`src/rtl/mul8_pkg.sv`:
```
package mul8_pkg;
  typedef enum logic [1:0] {
    MM_UU = 2'b00,
    MM_SS = 2'b01,
    MM_SU = 2'b10,
    MM_FU = 2'b11
  } mul_mode_e;
endpackage

```
`src/rtl/mul8_seq_ctrl.sv`:
```
module mul8_seq_ctrl (
  input  logic clk,
  input  logic rst_n,
  input  logic start,
  output logic accept,
  output logic stage1_vld,
  output logic done
);
  assign accept = start && !stage1_vld;

  always_ff @(posedge clk or negedge rst_n) begin
    if (!rst_n) begin
      stage1_vld <= 1'b0;
      done       <= 1'b0;
    end else begin
      stage1_vld <= accept;
      done       <= stage1_vld;
    end
  end

  // an operation in stage one finishes on the next edge
  assert_done_latency_R7: assert property (@(posedge clk) disable iff (!rst_n)
    stage1_vld |=> done);
  // the done pulse lasts a single cycle
  assert_done_single_R7: assert property (@(posedge clk) disable iff (!rst_n)
    done |=> !done);
  // no new operation is taken while stage one is occupied
  assert_busy_drop_R8: assert property (@(posedge clk) disable iff (!rst_n)
    accept |=> !accept);
endmodule

```
`src/rtl/mul8_operand_prep.sv`:
```
module mul8_operand_prep
  import mul8_pkg::*;
#(
  parameter int W = 8
) (
  input  logic             clk,
  input  logic             rst_n,
  input  logic             load,
  input  logic [1:0]       mode,
  input  logic [W-1:0]     opa,
  input  logic [W-1:0]     opb,
  output logic signed [W:0] xa,
  output logic signed [W:0] xb,
  output logic             frac
);
  logic a_signed, b_signed;
  logic [W:0] ext_a, ext_b;

  always_comb begin
    a_signed = (mode == MM_SS) || (mode == MM_SU);
    b_signed = (mode == MM_SS);
    ext_a = {a_signed & opa[W-1], opa};
    ext_b = {b_signed & opb[W-1], opb};
  end

  always_ff @(posedge clk or negedge rst_n) begin
    if (!rst_n) begin
      xa   <= '0;
      xb   <= '0;
      frac <= 1'b0;
    end else if (load) begin
      xa   <= ext_a;
      xb   <= ext_b;
      frac <= (mode == MM_FU);
    end
  end

  // in mixed mode the second operand always enters as non-negative
  assert_su_b_unsigned_R3: assert property (@(posedge clk) disable iff (!rst_n)
    (load && mode == MM_SU) |=> !xb[W]);
endmodule

```
`src/rtl/mul8_core.sv`:
```
module mul8_core #(
  parameter int W = 8
) (
  input  logic              clk,
  input  logic              rst_n,
  input  logic              load,
  input  logic signed [W:0] xa,
  input  logic signed [W:0] xb,
  input  logic              frac,
  output logic [2*W-1:0]    prod,
  output logic              flag_z,
  output logic              flag_c
);
  localparam int PW = 2 * W;

  logic signed [PW-1:0] ea, eb, raw;
  logic [PW-1:0] fin;

  always_comb begin
    ea  = PW'(xa);
    eb  = PW'(xb);
    raw = ea * eb;
    fin = frac ? {raw[PW-2:0], 1'b0} : raw;
  end

  always_ff @(posedge clk or negedge rst_n) begin
    if (!rst_n) begin
      prod   <= '0;
      flag_z <= 1'b0;
      flag_c <= 1'b0;
    end else if (load) begin
      prod   <= fin;
      flag_z <= (fin == '0);
      flag_c <= raw[PW-1];
    end
  end

  // a fractional result always has a clear least significant bit
  assert_frac_lsb_R4: assert property (@(posedge clk) disable iff (!rst_n)
    (load && frac) |=> !prod[0]);
  // the result registers stay put between operations
  assert_hold_R10: assert property (@(posedge clk) disable iff (!rst_n)
    !load |=> ($stable(prod) && $stable(flag_z) && $stable(flag_c)));
endmodule

```
`src/rtl/mul8x8_unit.sv`:
```
module mul8x8_unit
  import mul8_pkg::*;
#(
  parameter int W = 8
) (
  input  logic         clk,
  input  logic         rst_n,
  input  logic         start,
  input  logic [1:0]   mode,
  input  logic [W-1:0] opa,
  input  logic [W-1:0] opb,
  output logic         done,
  output logic [W-1:0] res_hi,
  output logic [W-1:0] res_lo,
  output logic         flag_z,
  output logic         flag_c
);
  logic accept, stage1_vld, frac;
  logic signed [W:0] xa, xb;
  logic [2*W-1:0] prod;

  mul8_seq_ctrl u_ctrl (
    .clk(clk), .rst_n(rst_n), .start(start),
    .accept(accept), .stage1_vld(stage1_vld), .done(done)
  );

  mul8_operand_prep #(.W(W)) u_prep (
    .clk(clk), .rst_n(rst_n), .load(accept), .mode(mode),
    .opa(opa), .opb(opb), .xa(xa), .xb(xb), .frac(frac)
  );

  mul8_core #(.W(W)) u_core (
    .clk(clk), .rst_n(rst_n), .load(stage1_vld), .xa(xa), .xb(xb),
    .frac(frac), .prod(prod), .flag_z(flag_z), .flag_c(flag_c)
  );

  assign res_hi = prod[2*W-1:W];
  assign res_lo = prod[W-1:0];

  // the zero flag agrees with the bytes presented with done
  assert_zero_flag_R6: assert property (@(posedge clk) disable iff (!rst_n)
    done |-> (flag_z == ({res_hi, res_lo} == '0)));
endmodule

```
`config.mk`:
```
export PLATFORM = sky130hd
export DESIGN_NAME = mul8x8_unit
export DESIGN_NICKNAME = d
export VERILOG_FILES = /design/src/rtl/mul8_pkg.sv /design/src/rtl/mul8_seq_ctrl.sv /design/src/rtl/mul8_operand_prep.sv /design/src/rtl/mul8_core.sv /design/src/rtl/mul8x8_unit.sv
export SDC_FILE = /design/constraint.sdc
export NUM_CORES = 1
export LEC_CHECK = 0
export ABC_AREA = 1
export ABC_CLOCK_PERIOD_IN_PS = 6600
export BUFFER_PORTS_ARGS = -buffer_cell sky130_fd_sc_hd__buf_2
export CAP_MARGIN = 0
export CORE_MARGIN = 1.5
export CORE_UTILIZATION = 60
export CTS_BUF_LIST = sky130_fd_sc_hd__clkbuf_16
export DETAILED_ROUTE_END_ITERATION = 8
export PLACE_DENSITY = 0.88
export SYNTH_ARGS = -nofsm -noshare
export SYNTH_HDL_FRONTEND = slang
export SYNTH_SLANG_ARGS = --single-unit
export TNS_END_PERCENT = 30
```
`constraint.sdc`:
```
create_clock -name clk -period 6.6 [get_ports clk]
set_input_delay 1.32 -clock clk [delete_from_list [all_inputs] [get_ports clk]]
set_output_delay 1.32 -clock clk [all_outputs]
set_load 0.05 [all_outputs]
```
; Word-level counts from Yosys, hierarchy flattened
; Index checks and enable logic that the tools add are counted.
[totals]
ramBits = 0
romBits = 0
regBits = 39
in_bits = 21
output_inout_bits = 19
n_memories = 0
latchBits = 0
[op_classes]
mux = 1
bitwise = 2
add_sub_neg = 0
div = 0
magnitude_cmp = 0
mul = 1
reduce_logical = 4
eq_ne = 3
shifts = 0
[op_table]
columns = op, n
row1 = zero test 16 bit, 1
row2 = multiplier 9 x 9 -> 16 bit, 1
row3 = two-way mux 16 bit, 1
row4 = == test 2 bit (second input constant), 2
row5 = bitwise AND 1 bit, 2
row6 = == test 2 x 1 -> 1 bit (second input constant), 1
row7 = logical AND 1 bit, 1
row8 = zero test 1 bit, 1
row9 = logical OR 1 bit, 1

; Depth between registers and ports, before layout
[logic_depth]
depth_word = 3
mapped_depth = 26
ltp_nobuf = 25

; By module
; A second synthesis with hierarchy kept.
[hier_totals]
cells_unflattened = 636
hier_area_um2 = 4744.6
[modules_own_cells]
columns = module, n_inst, cells_per_inst, area_each_um2, seq_area_each_um2
row1 = mul8_core, 1, 548, 3911.3, 450.4
row2 = mul8_operand_prep, 1, 84, 773.2, 475.5
row3 = mul8_seq_ctrl, 1, 4, 60.1, 50.0

; Worst setup path before layout
; No wires, ideal clock.
[synth_timing]
kind = reg-to-reg
from = reg u_prep.xb[3]
to = reg u_core.flag_z
synth_period_minus_slack_ns = 4.583
t_arrival_ns = 4.465
setup_ns = 0.118
stages_incl_launch_ff = 22
required_time_ns = 6.482
path_buffers = 1
setup_slack_ns = 2.017
path_cell_list = dfrtp_1 -> clkbuf_1 -> nand2_1 -> fa_1 -> fa_1 -> inv_1 -> fa_1 -> fa_1 -> fa_1 -> ha_1 -> a21oi_1 -> nand2_1 -> nand2_1 -> nand2_1 -> nand2_1 -> nand3_1 -> nand2_1 -> nor2_1 -> nand2_1 -> nor2_1 -> nand2_1 -> nand2_1
[synth_between]
elab_chain_cells = 3
[synth_rtl]
columns = item, line
row1 = start: declaration, mul8_operand_prep.sv:13  ; output logic signed [W:0] xb,
row2 = start signal: assignment, mul8_operand_prep.sv:33  ; xb <= ext_b;
row3 = multiplier 9 x 9 -> 16 bit, mul8_core.sv:22  ; raw = ea * eb;
row4 = two-way mux 16 bit, mul8_core.sv:23  ; fin = frac ? {raw[PW-2:0], 1'b0} : raw;
row5 = zero test 16 bit, mul8_core.sv:33  ; flag_z <= (fin == '0);
row6 = end signal: assignment, mul8_core.sv:33
row7 = end: declaration, mul8_core.sv:11  ; output logic flag_z,
; Every way passes these cells.
; A chain may end at the register's enable or synchronous reset.

; Worst setup path in the final report
[layout_timing]
from = reg u_prep.xb[8]
to = reg u_core.flag_z
; The elaborated chain is that of the path after synthesis.

==> PnR_summary.wiki <==
{| class="wikitable"
! Metric !! Value
|-
| Clock tree from TritonCTS || built
|-
| Cell area after layout || 5040 um^2
|-
| Total of max-cap violations || 0
|-
| Ratio of total power to cell area || 482 nW/um^2
|-
| Global-route wire length before repair || 16900 um
|-
| Net switching component of the power || 1360 uW
|-
| Placer's final routability congestion estimate || 0.930
|-
| Sinks on the clock net || 39
|-
| Top-level port count || 40
|-
| Synth top area cells || sky130_fd_sc_hd__fa_1 27%, sky130_fd_sc_hd__dfrtp_1 21%, sky130_fd_sc_hd__nand2_1 18%
|-
| Reg power frac || 0.153
|-
| Vias in the first global route || 3722
|-
| Congestion Overflow GR || 0
|-
| Setup repair after global routing missed its margin || false
|-
| Post-route non-filler standard cell count || 752
|-
| Total GRT Usage || 0.253
|-
| Num CTS Buffers || 5
|-
| Worst Setup Slack, final || 1650 ps
|-
| Type of origin of the critical path || register
|-
| Initial DRC count || 218
|-
| Mean routed wirelength per cell || 13.2 um
|-
| Count of H-tree levels built during CTS || 2
|-
| Number of enable flip-flop cells after synthesis || 0
|-
| Critical Setup Path Class || reg2reg
|-
| Crit path buf inv count || 2
|-
| Antenna cells || 0
|-
| Arr. time, crit path || 5180 ps
|-
| Final Routed Wirelength || 9910 um
|-
| Post-cts hold buffer count || 0
|-
| Measured slew at the worst slew-check pin || 884 ps
|-
| Post-synth net total || 749
|-
| Routed via count || 3917
|-
| Leakage power total || 0.00308 uW
|-
| Vertical extent of the die || 91.5 um
|-
| Fraction of layout instances using a drive strength above 1 || 0.0815
|-
| Cell count after placement || 744
|-
| Synthesis-to-finish area growth || 7.33%
|-
| Synth async-reset ratio || 1.00
|-
| Port Buffer Count || 39
|-
| # setup viols final || 0
|-
| Number of antenna violations at the first check in global routing || 0
|-
| Clock slew seen by the registers of the worst setup and hold paths || 70 ps
|-
| Maximum achievable frequency || 202 MHz
|-
| Number of standard cells after synthesis || 630
|-
| Combinational fraction of design power || 0.740
|-
| Max-slew headroom || 0.411
|-
| Most repeated library cell on the critical path || sky130_fd_sc_hd__nand2_1
|-
| Cells resized by post-CTS repair || 0
|-
| Post-synthesis sequential area ratio || 0.208
|-
| Drt via density || 5.21
|-
| Int Pwr || 1070 uW
|-
| Cell Area, Synth || 4700 um^2
|-
| Status || complete, no violations
|-
| Die outline width || 91.5 um
|-
| Clock latency of the later-clocked register in the worst-skew pair || 290 ps
|-
| HPWL reported at the end of detailed placement || 7800 um
|-
| Sum of negative setup slack || 0 ps
|-
| Number of synthesized register bits || 39
|-
| Top cell type's share of synthesized area || 0.269
|-
| Final period utilization || 0.750
|-
| Yosys cell types || 29
|-
| Number of iterations in the first detailed-routing pass || 7
|-
| Crit-path leading delay family || adder cells
|-
| Root buffer cell || sky130_fd_sc_hd__clkbuf_16
|-
| Worst hold-check path type || reg2reg
|-
| Clock share of power || 0.107
|-
| Placement Setup Slack || 1710 ps
|-
| Final worst clock skew || 4.59 ps
|-
| Fin crit period || 4950 ps
|-
| Core box area || 7650 um^2
|-
| Maximum single-stage delay on the critical path || 580 ps
|-
| Average footprint of a synthesized cell || 7.45 um^2
|-
| Remaining antenna violation count || 0
|-
| Hold Fails Final Rpt || 0
|-
| Maximum number of pins on one net before global-route repair || 40
|-
| Critical-path cell with the highest stage delay || sky130_fd_sc_hd__fa_1
|-
| Switching share of power || 0.559
|-
| Number of standard-cell rows in the floorplan || 32
|-
| Number of post-CTS setup repair buffers || 0
|-
| Ys Warns || 0
|-
| Deepest clock path buffer count || 2
|-
| Total die area || 8370 um^2
|-
| Maximum VDD drop || 223 uV
|-
| Critical path data required time || 6830 ps
|-
| Final Max Tran Viols || 0
|-
| Cell type contributing the most total cell area after synthesis || sky130_fd_sc_hd__fa_1
|-
| Ordered list of cells on the worst path || inv_1 -> or2_2 -> fa_1 -> fa_1 -> inv_1 -> fa_1 -> fa_1 -> fa_1 -> ha_1 -> a21oi_1 -> nand2_1 -> nand2_1 -> nand3_2 -> nand3_1 -> nand2_1 -> nor2_1 -> nand2_1 -> nor2_1 -> nand2_1 -> nand2_1
|-
| Nature of the critical path endpoint || register
|-
| Net count reported at finish || 768
|-
| Hold WS || 483 ps
|-
| Largest driver fanout on the critical path || 8
|-
| Dominant synthesized flop cell || sky130_fd_sc_hd__dfrtp_1
|-
| Initial core utilization || 0.614
|-
| Drc violations || 0
|-
| Post-detailed-placement cell area || 4890 um^2
|}
[state kept, by name, indices dropped and copies added (netlist names)]
signal / flops
u_prep.xb: 9
u_core.flag_z: 1
u_core.prod: 16
u_prep.xa: 9
u_ctrl.done: 1
u_prep.frac: 1
u_core.flag_c: 1
u_ctrl.stage1_vld: 1
[routing by layer]
metal  part of all wire  routed length [um]  GRT usage
met5                  0                   0          0
met4              0.018                 174     0.0638
met3              0.054                 535     0.0302
met2               0.51                5020      0.453
met1               0.42                4190      0.324
[final timing paths]
path                                 from              end  slack (ps)  cells after the start
max                          u_prep.xb[8]    u_core.flag_z        1650                     20
min                        u_core.prod[9]   u_core.prod[9]         480                      2
max reg2reg                  u_prep.xb[8]    u_core.flag_z        1650                     20
min reg2reg                u_core.prod[9]   u_core.prod[9]         480                      2
max in group asynchronous           rst_n     u_prep.xa[8]        4890                      1
min in group asynchronous           rst_n  u_core.prod[15]        1150                      1
[cells in the mapped netlist, types with 2 or more instances]
cell type,count
sky130_fd_sc_hd__a31oi_1,5
sky130_fd_sc_hd__ha_1,35
sky130_fd_sc_hd__nor2_1,24
sky130_fd_sc_hd__nand3b_1,3
sky130_fd_sc_hd__nand2_1,224
sky130_fd_sc_hd__clkbuf_1,15
sky130_fd_sc_hd__o21ai_0,18
sky130_fd_sc_hd__dfrtp_1,39
sky130_fd_sc_hd__fa_1,63
sky130_fd_sc_hd__nand3_1,34
sky130_fd_sc_hd__a21oi_1,5
sky130_fd_sc_hd__o21ai_1,3
sky130_fd_sc_hd__or2_2,2
sky130_fd_sc_hd__buf_2,6
sky130_fd_sc_hd__buf_1,2
sky130_fd_sc_hd__inv_1,137
sky130_fd_sc_hd__buf_4,3
[stage by stage]
stage	total power, uW	utilization
after floorplan	1780	-
after global placement	2020	0.640
after detailed placement	2120	0.640
after CTS	2410	0.659
after global routing	2700	0.659
final	2430	0.659
[cell usage in the layout (no fill, tap or decap), drive strengths merged, types with 2 or more instances in the layout]
master | Yosys | final
nand4 | 2 | 2
clkinvlp | 0 | 2
a21oi | 5 | 5
inv | 137 | 138
nand3 | 35 | 35
nand2 | 225 | 225
or2 | 4 | 4
o21ai | 21 | 21
buf | 12 | 39
a31oi | 5 | 5
clkbuf | 15 | 5
dfrtp | 39 | 39
nor2 | 25 | 25
ha | 35 | 35
fa | 63 | 63
nand3b | 3 | 3
[worst min-delay path: cells and delay by family, from the launching register on]
kind	cells	cell delay, ps
AND/OR/NAND/NOR	1	50
AO/OA/AOI/OAI	1	50
flip-flops	1	350
[layout make-up]
class | instances | area (um^2)
clock buffer | 5 | 125
clock inverter | 3 | 23.8
fill | 611 | 2610
inverter | 137 | 514
multi-input combinational | 427 | 3080
sequential | 39 | 976
tap | 102 | 128
timing repair buffer | 39 | 195
[power groups by stage]
stage                     Clock, uW  Sequential, uW  Combinational [uW]
after floorplan                   0             495                1280
after detailed placement          0             376                1740
after CTS                       257             372                1780
final                           259             372                1800
after global routing            269             382                2050
after global placement            0             369                1660
[logic make-up (layout without fill, tap and decap cells)]
family                     after synthesis  after routing  share of synthesized area
adders and majority gates               98             98                      0.362
AOI/OAI and AO/OA                       33             33                     0.0373
DFF                                     39             39                      0.208
xor gates and xnor gates                 1              1                    0.00187
buffers and inverters                  164            184                      0.137
and+or+nand+nor                        295            295                      0.254
(Power assumes the default switching activity.)
